### src/rtl/hs_pkg.sv
package hs_pkg;
  // Which guarded rule fired in a cycle (at most one)
  typedef enum logic [1:0] {
    RULE_IDLE    = 2'd0,
    RULE_CAPTURE = 2'd1,
    RULE_OFFER   = 2'd2
  } hs_rule_e;
endpackage

### src/rtl/hs_reset_sync.sv
module hs_reset_sync #(
  parameter int STAGES = 2
) (
  input  logic clk,
  input  logic rst_n,
  output logic rst_sync_n
);
  logic [STAGES-1:0] chain_q;

  always_ff @(posedge clk or negedge rst_n) begin
    if (!rst_n) chain_q <= '0;
    else        chain_q <= {chain_q[STAGES-2:0], 1'b1};
  end

  assign rst_sync_n = chain_q[STAGES-1];
endmodule

### src/rtl/hs_in_port.sv
module hs_in_port (
  input  logic clk,
  input  logic rst_n,
  input  logic req_i,
  input  logic take_i,
  output logic ack_o,
  output logic avail_o
);
  logic ack_q, ack_d;

  // Token offered and not yet acknowledged
  assign avail_o = req_i && !ack_q;

  always_comb begin
    ack_d = ack_q;
    if (take_i)              ack_d = 1'b1;
    else if (!req_i && ack_q) ack_d = 1'b0;
  end

  // Acknowledge is pre-asserted in reset so no token is taken
  always_ff @(posedge clk or negedge rst_n) begin
    if (!rst_n) ack_q <= 1'b1;
    else        ack_q <= ack_d;
  end

  assign ack_o = ack_q;
endmodule

### src/rtl/hs_out_port.sv
module hs_out_port #(
  parameter int DW   = 8,
  parameter bit KEEP = 1'b0
) (
  input  logic          clk,
  input  logic          rst_n,
  input  logic          give_i,
  input  logic [DW-1:0] give_data_i,
  input  logic          ack_i,
  output logic          req_o,
  output logic [DW-1:0] data_o,
  output logic          idle_o
);
  logic          req_q, req_d;
  logic [DW-1:0] data_q, data_d;
  logic          data_en;

  assign idle_o = !req_q && !ack_i;

  always_comb begin
    req_d   = req_q;
    data_d  = data_q;
    data_en = 1'b0;
    if (give_i) begin
      req_d   = 1'b1;
      data_d  = give_data_i;
      data_en = 1'b1;
    end else if (req_q && ack_i) begin
      req_d   = 1'b0;
      data_d  = '0;
      data_en = !KEEP;
    end
  end

  always_ff @(posedge clk or negedge rst_n) begin
    if (!rst_n) req_q <= 1'b0;
    else        req_q <= req_d;
  end

  generate
    if (KEEP) begin : g_keep
      // No reset term: the word survives reset and completion
      always_ff @(posedge clk) begin
        if (data_en) data_q <= data_d;
      end
    end else begin : g_clear
      always_ff @(posedge clk or negedge rst_n) begin
        if (!rst_n)       data_q <= '0;
        else if (data_en) data_q <= data_d;
      end
    end
  endgenerate

  assign req_o  = req_q;
  assign data_o = data_q;
endmodule

### src/rtl/hs_rule_engine.sv
module hs_rule_engine
  import hs_pkg::*;
#(
  parameter int          DW        = 8,
  parameter bit          FLOW      = 1'b1,
  parameter bit          INIT_FULL = 1'b0,
  parameter logic [DW-1:0] INIT_VAL = '0
) (
  input  logic           clk,
  input  logic           rst_n,
  input  logic           in_avail_i,
  input  logic [DW-1:0]  in_data_i,
  input  logic           out_idle_i,
  output logic           take_o,
  output logic           give_o,
  output logic [DW-1:0]  give_data_o,
  output hs_rule_e       rule_o
);
  logic [DW-1:0] store_q, store_d;
  logic          full_q, full_d;
  logic          out_guard;

  // Conditional output guard: only binding while the stage is full
  generate
    if (FLOW) begin : g_flow
      assign out_guard = full_q ? out_idle_i : 1'b1;
    end else begin : g_noflow
      assign out_guard = !full_q;
    end
  endgenerate

  always_comb begin
    store_d = store_q;
    full_d  = full_q;
    take_o  = 1'b0;
    give_o  = 1'b0;
    rule_o  = RULE_IDLE;
    if (in_avail_i && out_guard) begin
      rule_o  = RULE_CAPTURE;
      take_o  = 1'b1;
      give_o  = full_q;
      store_d = in_data_i;
      full_d  = 1'b1;
    end else if (full_q && out_idle_i) begin
      rule_o  = RULE_OFFER;
      give_o  = 1'b1;
      full_d  = 1'b0;
    end
  end

  assign give_data_o = store_q;

  always_ff @(posedge clk or negedge rst_n) begin
    if (!rst_n) begin
      store_q <= INIT_VAL;
      full_q  <= INIT_FULL;
    end else begin
      store_q <= store_d;
      full_q  <= full_d;
    end
  end
endmodule

### src/rtl/hs_handshake_stage.sv
module hs_handshake_stage
  import hs_pkg::*;
#(
  parameter int          DATA_W       = 8,
  parameter bit          FLOW_THROUGH = 1'b1,
  parameter bit          INIT_FULL    = 1'b0,
  parameter logic [63:0] LATCH_INIT   = 64'd0,
  parameter bit          OUT_KEEP     = 1'b0,
  parameter int          SYNC_STAGES  = 2,
  localparam int         DW_E         = (DATA_W > 0) ? DATA_W : 1
) (
  input  logic            clk,
  input  logic            rst_n,
  input  logic            in_req,
  output logic            in_ack,
  input  logic [DW_E-1:0] in_data,
  output logic            out_req,
  input  logic            out_ack,
  output logic [DW_E-1:0] out_data
);
  logic            rst_sync_n;
  logic            in_avail, out_idle, take, give;
  logic [DW_E-1:0] in_data_eff, give_data;
  hs_rule_e        rule_now;

  // A zero-width channel carries only the handshake
  assign in_data_eff = (DATA_W > 0) ? in_data : '0;

  hs_reset_sync #(.STAGES(SYNC_STAGES)) u_rst (
    .clk(clk), .rst_n(rst_n), .rst_sync_n(rst_sync_n)
  );

  hs_in_port u_in (
    .clk(clk), .rst_n(rst_sync_n), .req_i(in_req), .take_i(take),
    .ack_o(in_ack), .avail_o(in_avail)
  );

  hs_rule_engine #(
    .DW(DW_E), .FLOW(FLOW_THROUGH), .INIT_FULL(INIT_FULL),
    .INIT_VAL(LATCH_INIT[DW_E-1:0])
  ) u_rules (
    .clk(clk), .rst_n(rst_sync_n), .in_avail_i(in_avail),
    .in_data_i(in_data_eff), .out_idle_i(out_idle), .take_o(take),
    .give_o(give), .give_data_o(give_data), .rule_o(rule_now)
  );

  hs_out_port #(.DW(DW_E), .KEEP(OUT_KEEP)) u_out (
    .clk(clk), .rst_n(rst_sync_n), .give_i(give), .give_data_i(give_data),
    .ack_i(out_ack), .req_o(out_req), .data_o(out_data), .idle_o(out_idle)
  );
endmodule

### config.mk
export PLATFORM = sky130hd
export DESIGN_NAME = hs_handshake_stage
export DESIGN_NICKNAME = d
export VERILOG_FILES = /design/src/rtl/hs_pkg.sv /design/src/rtl/hs_reset_sync.sv /design/src/rtl/hs_in_port.sv /design/src/rtl/hs_out_port.sv /design/src/rtl/hs_rule_engine.sv /design/src/rtl/hs_handshake_stage.sv
export SDC_FILE = /design/constraint.sdc
export NUM_CORES = 1
export LEC_CHECK = 0
export ABC_AREA = 1
export BUFFER_PORTS_ARGS = -buffer_cell sky130_fd_sc_hd__clkbuf_2
export CAP_MARGIN = 15
export CORE_UTILIZATION = 40
export CTS_CLUSTER_DIAMETER = 80
export DETAILED_ROUTE_END_ITERATION = 10
export PLACE_DENSITY = 0.72
export SLEW_MARGIN = 30
export SYNTH_ARGS = -nofsm -noshare
export SYNTH_HDL_FRONTEND = slang
export SYNTH_SLANG_ARGS = --single-unit
### constraint.sdc
create_clock -name clk -period 1.6 [get_ports clk]
set_clock_uncertainty 0.2 [all_clocks]
set_input_delay 0.4 -clock clk [delete_from_list [all_inputs] [get_ports clk]]
set_output_delay 0.4 -clock clk [all_outputs]
set_load 0.01 [all_outputs]
==> impl_metrics.json <==
{
  "hold_viol_final": 0,
  "synth-seq-area-share_pct": 64.0,
  "nNetsFinal": 126,
  "cts_buffers": 3,
  "rows": 16,
  "cts_max_path_buffers": 2,
  "synth-seq-cells": 21,
  "n_antenna_cell": 0,
  "syn_nets": 96,
  "whs_ns": 0.123,
  "area_delta_synth_final_pct": 24.0,
  "cts.sinks": 21,
  "detailedPlacementHpwl_mm": 1.02,
  "slowest_delay_ns": 0.55,
  "finalCritPeriodShare_pct": 97.8,
  "dieWidth_um": 47.4,
  "crit_chain": "buf_2",
  "vias": 633,
  "drv_cap": 0,
  "grt_use_total_pct": 14.2,
  "rsz0062_at_grt": "false",
  "finalWorstSetupSlack_ns": 0.0346,
  "grt_pass1_vias": 498,
  "worst-path-max-fanout": 2,
  "critPathSlowestCell": "dfstp_2",
  "arrival_ns": 0.97,
  "start_util_pct": 42.4,
  "fp.dieH_um": 47.4,
  "first_iter_violations": 6,
  "power_density_mw_per_mm2": 1390,
  "vias_per_cell": 4.52,
  "worstPathRequired_ns": 1.00,
  "drtPass1Iterations": 4,
  "cts_tree": "yes",
  "port_buffers": 21,
  "post-route-min-period_ns": 1.57,
  "synth_area_um2": 823,
  "setup_violations": 0,
  "place_congestion": 0.779,
  "drcViolationCount": 0,
  "crit_family": "flip-flops",
  "htree_num_levels": 1,
  "clk_pin_slew_ns": 0.11,
  "grt_max_degree": 20,
  "die-area_mm2": 0.00224,
  "avgSynthCellArea_um2": 9.80,
  "core_mm2": 0.00194,
  "clock-root-buffer": "clkbuf_4",
  "io_pins": 22,
  "drt.antenna.violating_nets": 0,
  "start_kind": "flip-flop",
  "status": "finished, final reports clean",
  "fill_cells": 197,
  "synth_cell_type_count": 14,
  "critPathKind": "flip-flop to output port",
  "clock_latency_ns": 0.30,
  "overflow": 0,
  "end_kind": "output port",
  "ir_worst_vdd_mv": 0.684,
  "layout-drive-gt1-share_pct": 32.7,
  "antenna_found_initial": 0,
  "routed_wl_mm": 1.30,
  "syn_inst": 84,
  "dp_slack_ns": 0.252,
  "max_freq_mhz": 639,
  "wl_per_cell_um": 9.31,
  "min-delay-path-class": "input pin to flip-flop",
  "p_leak_nw": 0.574,
  "grt_pass1_wl_mm": 2.10,
  "slew_violations": 0,
  "critPathBufInv": 1,
  "yosysWarnings": 0,
  "finalSetupTns_ns": 0
}
[repair_timing]
action / CTS / global route
gates cloned: 0 / 0
gates resized for setup: 0 / 1
endpoints found under the setup margin: 1 / 1
hold endpoints to repair: 13 / 0
hold buffers: 2 / 0
setup buffers: 1 / 0
[where the power goes]
group	internal, mW	total, mW	switching (mW)
Combinational	0.167	0.390	0.223
Clock	0.0930	0.242	0.149
Sequential	0.692	0.788	0.0958
[cell families (layout without fill, tap and decap cells)]
| logic type | Yosys count | after routing | synth area share [%] |
|---|---|---|---|
| AOI/OAI and AO/OA | 1 | 1 | 1.06 |
| buffers and inverters | 3 | 32 | 2.58 |
| DFF | 21 | 21 | 64.0 |
| other | 1 | 1 | 0.455 |
| and+or+nand+nor | 58 | 58 | 31.9 |
[worst paths after layout]
path / from / depth (start not counted) / slack [ns] / endpoint
worst max register to register: u_in.ack_o$_DFFE_PN1P_ / 5 / 0.28 / u_rules.give_data_o[5]$_DFFE_PN0P_
worst min register to register: u_rst.chain_q[0]$_DFF_PN0_ / 0 / 0.16 / u_rst.chain_q[1]$_DFF_PN0_
worst max-delay path: u_in.ack_o$_DFFE_PN1P_ / 1 / 0.03 / in_ack
max in group asynchronous: u_rst.chain_q[1]$_DFF_PN0_ / 2 / 0.42 / u_in.ack_o$_DFFE_PN1P_
worst min-delay path: out_ack / 2 / 0.12 / u_out.req_o$_DFFE_PN0P_
min in group asynchronous: rst_n / 2 / 0.20 / u_rst.chain_q[1]$_DFF_PN0_
[routing by layer]
metal | share of wire (%) | GRT usage [%] | vias to the layer above
li1 | - | - | 329
met1 | 49 | 19.7 | 288
met2 | 45 | 20.0 | 14
met3 | 4.8 | 3.46 | 2
met4 | 0.92 | 8.57 | 0
met5 | 0 | 0 | -
[Yosys cell counts]
library cell	count	area [um2]
inv_1	1	3.75
nand3_1	16	80.1
dfstp_2	1	26.3
nand2_2	1	6.26
o21ai_2	1	8.76
nor2_4	1	11.3
dfrtp_1	20	500
nand2_1	34	128
nor2_1	2	7.51
nand2_4	1	11.3
conb_1	1	3.75
buf_6	1	11.3
nor2_2	3	18.8
inv_4	1	6.26
[flip-flops by register name, indices dropped and copies added (netlist names)]
signal,flops
u_rst.chain_q,2
u_rules.give_data_o,8
u_in.ack_o,1
u_out.req_o,1
u_rules.full_q,1
u_out.data_o,8
[final cells by class]
| class | instances | area, um2 | area share (%) |
|---|---|---|---|
| clock buffer | 3 | 22.5 | 2.21 |
| sequential | 21 | 527 | 51.6 |
| timing repair buffer | 26 | 148 | 14.5 |
| tap | 27 | 33.8 | 3.31 |
| clock inverter | 1 | 5.00 | 0.490 |
| multi-input combinational | 60 | 275 | 27.0 |
| inverter | 2 | 10.0 | 0.980 |
[placed cells by master (no fill, tap or decap)]
cell	netlist	routed
nor2_2	3	3
dlygate4sd3_1	0	2
clkinv_2	0	1
o21ai_2	1	1
nand3_1	16	16
nand2_1	34	34
nor2_1	2	2
inv_1	1	1
inv_4	1	1
buf_4	0	3
dfstp_2	1	1
conb_1	1	1
clkbuf_4	0	3
clkbuf_2	0	20
nand2_4	1	1
dfrtp_1	20	20
nor2_4	1	1
buf_2	0	1
nand2_2	1	1
[per-stage QoR]
stage | utilization [%] | instances | total power [mW] | area [um2]
floorplan | - | 84 | 1.04 | 823
global placement | 49.7 | 133 | 1.18 | 966
detailed placement | 49.7 | 133 | 1.19 | 966
CTS | 52.6 | 140 | 1.44 | 1020
global route | 52.6 | 140 | 1.53 | 1020
finish | 52.6 | 140 | 1.42 | 1020
(Power assumes the default switching activity.)
